## config.mk

```make
export PLATFORM = sky130hd
export DESIGN_NAME = waytag_store
export DESIGN_NICKNAME = d
export VERILOG_FILES = /design/src/rtl/waytag_pkg.sv /design/src/rtl/waytag_mode_dec.sv /design/src/rtl/waytag_label_enc.sv /design/src/rtl/waytag_array.sv /design/src/rtl/waytag_store.sv
export SDC_FILE = /design/constraint.sdc
export NUM_CORES = 1
export LEC_CHECK = 0
export BUFFER_PORTS_ARGS = -buffer_cell sky130_fd_sc_hd__buf_4
export CAP_MARGIN = 30
export CORE_MARGIN = 4
export CORE_UTILIZATION = 23
export DETAILED_ROUTE_END_ITERATION = 6
export PLACE_DENSITY_LB_ADDON = 0.12
export SYNTH_ARGS = -nofsm -noshare
export SYNTH_HDL_FRONTEND = slang
export SYNTH_SLANG_ARGS = --single-unit
```

## constraint.sdc

```tcl
create_clock -name clk -period 1.6 [get_ports clk]
set_clock_uncertainty 0.05 [all_clocks]
set_input_delay 0.08 -clock clk [delete_from_list [all_inputs] [get_ports clk]]
set_output_delay 0.08 -clock clk [all_outputs]
set_load 0.02 [all_outputs]
```

## src/rtl/waytag_pkg.sv

```systemverilog
package waytag_pkg;
    typedef enum logic [1:0] {
        ACC_IDLE   = 2'd0,
        ACC_FILL   = 2'd1,
        ACC_LOOKUP = 2'd2
    } acc_mode_e;
endpackage

```

## src/rtl/waytag_mode_dec.sv

```systemverilog
module waytag_mode_dec
    import waytag_pkg::*;
#(
    parameter int LINES  = 64,
    localparam int LINE_W = $clog2(LINES)
) (
    input  logic              clk,
    input  logic              rst_n,
    input  logic              wr_en,
    input  logic              upd,
    input  logic [LINE_W-1:0] addr,
    output acc_mode_e         mode,
    output logic [LINES-1:0]  wl
);
    always_comb begin
        unique case ({wr_en, upd})
            2'b11:   mode = ACC_FILL;
            2'b10:   mode = ACC_LOOKUP;
            default: mode = ACC_IDLE;
        endcase
    end

    for (genvar i = 0; i < LINES; i++) begin : g_wl
        assign wl[i] = wr_en && (addr == LINE_W'(i));
    end

    // a strobe-less cycle is always decoded as idle
    p_idle_without_strobe_r5: assert property (@(posedge clk) disable iff (!rst_n)
        !wr_en |-> (mode == ACC_IDLE) && ($countones(wl) == 0));
endmodule

```

## src/rtl/waytag_label_enc.sv

```systemverilog
module waytag_label_enc #(
    parameter int L2_WAYS = 4,
    localparam int WAY_W  = (L2_WAYS > 1) ? $clog2(L2_WAYS) : 1
) (
    input  logic               clk,
    input  logic               rst_n,
    input  logic               check_en,
    input  logic [L2_WAYS-1:0] src,
    output logic [WAY_W-1:0]   label
);
    // fixed way register: label k is binary k
    logic [L2_WAYS-1:0][WAY_W-1:0] way_reg;
    for (genvar k = 0; k < L2_WAYS; k++) begin : g_reg
        assign way_reg[k] = WAY_W'(k);
    end

    always_comb begin
        label = '0;
        for (int k = 0; k < L2_WAYS; k++) begin
            if (src[k]) label = label | way_reg[k];
        end
    end

    // fill source must name exactly one L2 way
    p_fill_src_onehot_r2: assert property (@(posedge clk) disable iff (!rst_n)
        check_en |-> ($countones(src) == 1));
endmodule

```

## src/rtl/waytag_array.sv

```systemverilog
module waytag_array #(
    parameter int LINES   = 64,
    parameter int L2_WAYS = 4,
    localparam int LINE_W = $clog2(LINES),
    localparam int WAY_W  = (L2_WAYS > 1) ? $clog2(L2_WAYS) : 1
) (
    input  logic              clk,
    input  logic              rst_n,
    input  logic [LINES-1:0]  wl,
    input  logic              do_fill,
    input  logic [WAY_W-1:0]  fill_label,
    input  logic              inv_en,
    input  logic [LINE_W-1:0] inv_addr,
    input  logic [LINE_W-1:0] rd_addr,
    output logic [WAY_W-1:0]  rd_way,
    output logic              rd_valid
);
    logic [LINES-1:0][WAY_W-1:0] way_q;
    logic [LINES-1:0]            valid_q;

    always_ff @(posedge clk or negedge rst_n) begin
        if (!rst_n) begin
            way_q   <= '0;
            valid_q <= '0;
        end else begin
            for (int i = 0; i < LINES; i++) begin
                if (inv_en && (inv_addr == LINE_W'(i))) begin
                    valid_q[i] <= 1'b0;
                end else if (wl[i] && do_fill) begin
                    valid_q[i] <= 1'b1;
                    way_q[i]   <= fill_label;
                end
            end
        end
    end

    assign rd_way   = way_q[rd_addr];
    assign rd_valid = valid_q[rd_addr];

    // without a wordline or an invalidate nothing in the store moves
    p_store_quiet_r5: assert property (@(posedge clk) disable iff (!rst_n)
        (wl == '0) && !inv_en |=> $stable(valid_q) && $stable(way_q));

    // an invalidated line is invalid afterwards
    p_inval_clears_r6: assert property (@(posedge clk) disable iff (!rst_n)
        inv_en |=> !valid_q[$past(inv_addr)]);
endmodule

```

## src/rtl/waytag_store.sv

```systemverilog
module waytag_store
    import waytag_pkg::*;
#(
    parameter int LINES   = 64,
    parameter int L2_WAYS = 4,
    localparam int LINE_W = $clog2(LINES),
    localparam int WAY_W  = (L2_WAYS > 1) ? $clog2(L2_WAYS) : 1
) (
    input  logic               clk,
    input  logic               rst_n,
    input  logic               l1_wr_en,
    input  logic               fill_upd,
    input  logic [LINE_W-1:0]  line_addr,
    input  logic [L2_WAYS-1:0] fill_src,
    input  logic               inv_en,
    input  logic [LINE_W-1:0]  inv_addr,
    output logic               fwd_valid,
    output logic [WAY_W-1:0]   fwd_way,
    output logic               fwd_miss
);
    acc_mode_e        mode;
    logic [LINES-1:0] wl;
    logic [WAY_W-1:0] label;
    logic [WAY_W-1:0] rd_way;
    logic             rd_valid;
    logic             is_fill;

    waytag_mode_dec #(.LINES(LINES)) u_dec (
        .clk   (clk),
        .rst_n (rst_n),
        .wr_en (l1_wr_en),
        .upd   (fill_upd),
        .addr  (line_addr),
        .mode  (mode),
        .wl    (wl)
    );

    assign is_fill = (mode == ACC_FILL);

    waytag_label_enc #(.L2_WAYS(L2_WAYS)) u_lbl (
        .clk      (clk),
        .rst_n    (rst_n),
        .check_en (is_fill),
        .src      (fill_src),
        .label    (label)
    );

    waytag_array #(.LINES(LINES), .L2_WAYS(L2_WAYS)) u_arr (
        .clk        (clk),
        .rst_n      (rst_n),
        .wl         (wl),
        .do_fill    (is_fill),
        .fill_label (label),
        .inv_en     (inv_en),
        .inv_addr   (inv_addr),
        .rd_addr    (line_addr),
        .rd_way     (rd_way),
        .rd_valid   (rd_valid)
    );

    always_ff @(posedge clk or negedge rst_n) begin
        if (!rst_n) begin
            fwd_valid <= 1'b0;
            fwd_way   <= '0;
            fwd_miss  <= 1'b0;
        end else begin
            unique case (mode)
                ACC_LOOKUP: begin
                    fwd_valid <= 1'b1;
                    fwd_miss  <= !rd_valid;
                    fwd_way   <= rd_valid ? rd_way : '0;
                end
                default: fwd_valid <= 1'b0;
            endcase
        end
    end

    // every store yields a result in the next cycle
    p_store_result_r3: assert property (@(posedge clk) disable iff (!rst_n)
        l1_wr_en && !fill_upd |=> fwd_valid);

    // loads and fills yield no result and leave outputs held
    p_no_result_hold_r9: assert property (@(posedge clk) disable iff (!rst_n)
        !(l1_wr_en && !fill_upd) |=> !fwd_valid && $stable(fwd_way) && $stable(fwd_miss));

    // a miss never carries a way index
    p_miss_way_zero_r4: assert property (@(posedge clk) disable iff (!rst_n)
        fwd_miss |-> (fwd_way == '0));
endmodule

```

After elaboration in Yosys (flattened, before gate mapping)
Index checks and enable logic that the tools add are counted.
Storage, ports and cells
  register bits after elaboration: 196
  input bits: 21
  output and inout bits: 4
  logic and storage cells: 787
Operators by class
  order comparisons: 1
  eq/ne operators: 130
  mux-type cells: 138
  bitwise logic cells: 64
  reductions and logical operators: 323
Operators by type and width (count)
  equality test 6 bit (second input constant): 64
  equality test 6 x 5 -> 1 bit (second input constant): 32
  logical AND 1 bit: 192
  two-way mux 1 bit: 131
  AND reduction 2 bit: 64
  nonzero test 2 bit: 64
  equality test 6 x 4 -> 1 bit (second input constant): 16
  inverter 1 bit: 64
  equality test 6 x 3 -> 1 bit (second input constant): 8
  equality test 6 x 2 -> 1 bit (second input constant): 4
  binary-select mux 2 bit (select 6 bit): 1
  equality test 6 x 1 -> 1 bit (second input constant): 2
  zero test 6 bit: 2
  two-way mux 2 bit: 4
  < comparator 6 x 7 -> 1 bit (second input constant): 1
  binary-select mux 1 bit (select 6 bit): 1
  equality test 2 bit (second input constant): 3
  case mux 2 bit (2 select lines): 1
  equality test 2 x 1 -> 1 bit (second input constant): 1
  zero test 1 bit: 1

Logic depth before layout (Yosys ltp)
  depth in word-level cells: 6
  mapped depth: 8
  gate-level depth less buffers: 5

By module
Synthesis repeated with hierarchy kept, for this count alone.
Second synthesis, totals
  cell total of the unflattened synthesis: 924
  area total of the unflattened synthesis: 10058.4 sq um
Modules (own cells, without submodules)
  waytag_array: instances 1, cells each 812, area an instance 9382.7 sq um, sequential area each 4804.6 sq um
  waytag_mode_dec: instances 1, cells each 95, area an instance 480.5 sq um, sequential area each 0.0 sq um
  waytag_store: instances 1, cells each 15, area an instance 182.7 sq um, sequential area each 100.1 sq um
  waytag_label_enc: instances 1, cells each 2, area an instance 12.5 sq um, sequential area each 0.0 sq um

Worst setup path before layout
No wires, ideal clock.
  path kind: input-to-reg
  start: input line_addr[0]
  end: register u_arr.way_q[92] (netlist name)
  setup time: 0.125 ns
  arrival: 1.621 ns
  required time: 1.425 ns
  path slack: -0.195 ns
  stages on the path: 8
  path buffers: 3
  path through: buf_6 buf_12 buf_4 nand2b_1 nor2_1 nand2_1 a21oi_1 mux2_2
On the way
  word-level cells in the longest chain between the ends: 4
Ends and longest elaborated chain
  start: declaration: RTL line waytag_store.sv:13  | input logic [LINE_W-1:0] line_addr,
  equality test 6 bit: RTL line waytag_mode_dec.sv:24  | assign wl[i] = wr_en && (addr == LINE_W'(i));
  logical AND 1 bit: RTL line waytag_mode_dec.sv:24
  logical AND 1 bit: RTL line waytag_array.sv:29  | end else if (wl[i] && do_fill) begin
  AND reduction 2 bit (no source line)
  end signal: indexed assignment: RTL line waytag_array.sv:31  | way_q[i] <= fill_label;
  end: declaration: RTL line waytag_array.sv:18  | logic [LINES-1:0][WAY_W-1:0] way_q;
No other way between the ends.
A chain may end at the register's enable or synchronous reset.

Worst setup path in the final report
  start: register u_arr.valid_q[62]
  end: register fwd_miss
On the way
  word-level cells in the longest chain between the ends: 3
Ends and longest elaborated chain
  start: declaration: RTL line waytag_array.sv:19  | logic [LINES-1:0] valid_q;
  start signal: assignment: RTL line waytag_array.sv:24  | valid_q <= '0;
  start signal: indexed assignment: RTL line waytag_array.sv:28  | valid_q[i] <= 1'b0;
  start signal: indexed assignment: RTL line waytag_array.sv:30  | valid_q[i] <= 1'b1;
  binary-select mux 1 bit (select 6 bit): RTL line waytag_array.sv:38  | assign rd_valid = valid_q[rd_addr];
  two-way mux 1 bit (not written as such): RTL line waytag_array.sv:38
  zero test 1 bit: RTL line waytag_store.sv:70  | fwd_miss <= !rd_valid;
  end signal: assignment: RTL line waytag_store.sv:70
  end: declaration: RTL line waytag_store.sv:19  | output logic fwd_miss
No other way between the ends. The select of a mux whose other input is x is not followed.

==> run summary <==
Worst vdd ir - 0.0006748 V
Detailed Route Iter0 Violations - 575
Final GP Congestion - 0.7797
Setup slack after layout - -0.3219 ns
Sequential share of power - 46.7%
Row count - 74
Gate power share - 15.7%
Io pins - 25
Core ar. - 41020 um^2
Leakage - 5.594 nW
Most frequent cells in the layout - 196 x dfrtp_1, 188 x buf_4, 169 x a21oi_1
Post-synthesis sequential element count - 196
DR pass1 iterations - 5
GRT overflow - 0
Cells after Synth - 786
# setup viols final - 3
Clock tree buffer depth - 2
Root buf cell - clkbuf_16
CP endpoint kind - flop
Fmax - 520.3 MHz
WP data required - 1.94 ns
Hold Vio Cnt, Final - 0
Area Growth Syn to Fin - 32.65%
Max Slew Vio Count - 0
Synth warn - 0
Dpl cells - 1467
Failing checks - setup timing
DRT antenna net count - 0
Post-synthesis sequential area ratio - 51.07%
Ant diodes - 0
Total track usage - 15.14%
First-pass GRT wire length - 50.82 mm
Drt total wl - 33.08 mm
CTS tree - yes
Synth area leader - dfrtp_1
Cell Count, Final, Fillers Out - 1503
Yosys cell types - 31
PwrDens - 988.8 nW/um^2
Average wire per standard cell - 22.01 um
Int Pwr - 0.009284 W
Clk pwr share - 37.7%
WS Path Type - flop to flop
Total number of vias - 7267
CP Max Fanout - 3
Clk_lat worst skew - 0.46 ns
Final period util - 120.1%
Share of layout cells above drive strength 1 - 49.12%
Final min period - 1.922 ns
CTS Buf Count - 17
Starting Density - 23.42%
Clock-pin slew on the worst setup and hold paths - 0.07 ns
Largest net degree at the start of global routing - 73
DIE AREA - 45090 um^2
IO Port Bufs - 23
Setup Buffers After CTS - 0
Worst-Margin Slew - 0.4648 ns
Status - complete, but fails checks
H-Tree Depth - 4
Chip width - 212.3 um
RSZ-0062 raised after global routing - yes
# DRC - 0
DP Wirelength - 23.43 mm
Top post-synthesis cells by area - dfrtp_1 51%, mux2_2 15%, mux4_2 10%, a21oi_1 9.1%, a211oi_1 2.3%
Syn_nets - 807
Die H - 212.3 um
Post-Place Setup Slack - -0.8074 ns
Type of origin of the critical path - flop
Clock Sinks - 196
Vias in the first global route - 7601
Max cap viols - 0
Synth Area per Inst - 12.22 um^2
Commonest non-fill, non-tap cell in the layout - dfrtp_1
Worst Hold Class - primary input to async pin
Crit path DAT - 2.26 ns
Share of the synthesized area in the top cell type - 51.07%
Switching power - 0.003313 W
R2R depth - 6
Sw Ratio - 26.30%
Cell Area, Synth - 9604 um^2
Slew headroom - 69.01%
Via density - 4.835
Fin nets - 979
Initial antenna violation count - 0
[stage by stage]
stage	TNS, ns	power, W	util (%)	hold WS, ns	instance area [um^2]
3_5_place_dp	-42.76	0.007925	29.26	-0.05494	12000
3_3_place_gp	-42.70	0.007925	29.26	-0.05356	12000
6_report	-0.9651	0.01260	31.06	0.04731	12740
5_1_grt	-1.171	0.01318	31.06	0.04172	12740
2_1_floorplan	-1.636	0.007003	-	-0.2656	9837
4_1_cts	-1.045	0.01276	31.00	0.02686	12710
[final timing paths]
kind / startpoint / slack, ns / to
setup / recovery: u_arr.valid_q[62] / -0.32 / fwd_miss
hold / removal: rst_n / 0.05 / u_arr.way_q[69]
setup reg to reg: u_arr.valid_q[62] / -0.32 / fwd_miss
hold reg to reg: u_arr.way_q[113] / 0.45 / u_arr.way_q[113]
max in group asynchronous: rst_n / 0.74 / u_arr.way_q[35]
min in group clk: inv_addr[2] / 0.08 / u_arr.valid_q[1]
[area by class of cell]
type	count	area [um^2]
clock buffer	20	456.7
multi-input combinational	528	4681
clock inverter	12	176.4
timing repair buffer	213	1848
fill	4179	28280
inverter	2	7.507
sequential	196	4905
tap	532	665.6
[worst max-delay path: stages, from the launching register on]
cell	delay, ns
dfrtp_1	0.39
mux4_2	0.47
a22oi_2	0.25
a21oi_2	0.09
nor4_2	0.30
buf_4	0.19
mux2_4	0.13
[flip-flops by register name, summed over array words and instances, names as in the netlist]
| name | flops |
|---|---|
| u_arr.way_q | 128 |
| fwd_miss | 1 |
| fwd_way | 2 |
| fwd_valid | 1 |
| u_arr.valid_q | 64 |
[what timing repair did]
action	CTS	global route
gates resized for setup	10	8
setup endpoints to repair	3	20
hold buffers	4	0
hold endpoints to repair	198	0
pin swaps	6	5
[power by group through the flow]
stage                     sequential, W  combinational, W  clock [W]
final                           0.00588           0.00198    0.00474
after global routing            0.00594           0.00216    0.00508
after floorplan                 0.00582           0.00118          0
after detailed placement        0.00597           0.00196          0
after global placement          0.00599           0.00193          0
after CTS                       0.00588           0.00199    0.00489
[logic make-up after synthesis]
group / synth area share, %
DFF: 51.07
AOI/OAI and AO/OA: 13.44
and+or+nand+nor: 5.902
muxes: 26.54
buffers and inverters: 3.048
[cell usage after synthesis]
cell        n
and2_1      1
nand2_1    53
buf_12      1
clkbuf_1   33
nor2_1     23
or3_1       2
nor4_2      1
nand3_1     2
nand4_1     1
nor3_1     12
nor2b_1     4
nor3b_1     1
or2_2       3
nor4_1      4
a22oi_1    24
and3_1      1
inv_1       2
buf_4       2
buf_6       3
buf_2      11
and3b_1     1
nor3_2      2
a211oi_1   30
mux4_2     44
a21oi_1   174
nand2b_1   10
buf_1      10
mux4_1      4
o31ai_1     2
mux2_2    129
dfrtp_1   196
[layer usage]
layer	share of wire, %	global-route usage [%]
met1	49	21.83
met2	46	23.77
met3	2.7	2.568
met4	1.7	3.887
met5	0	0
Note: power is estimated with default switching activity, not from simulation.
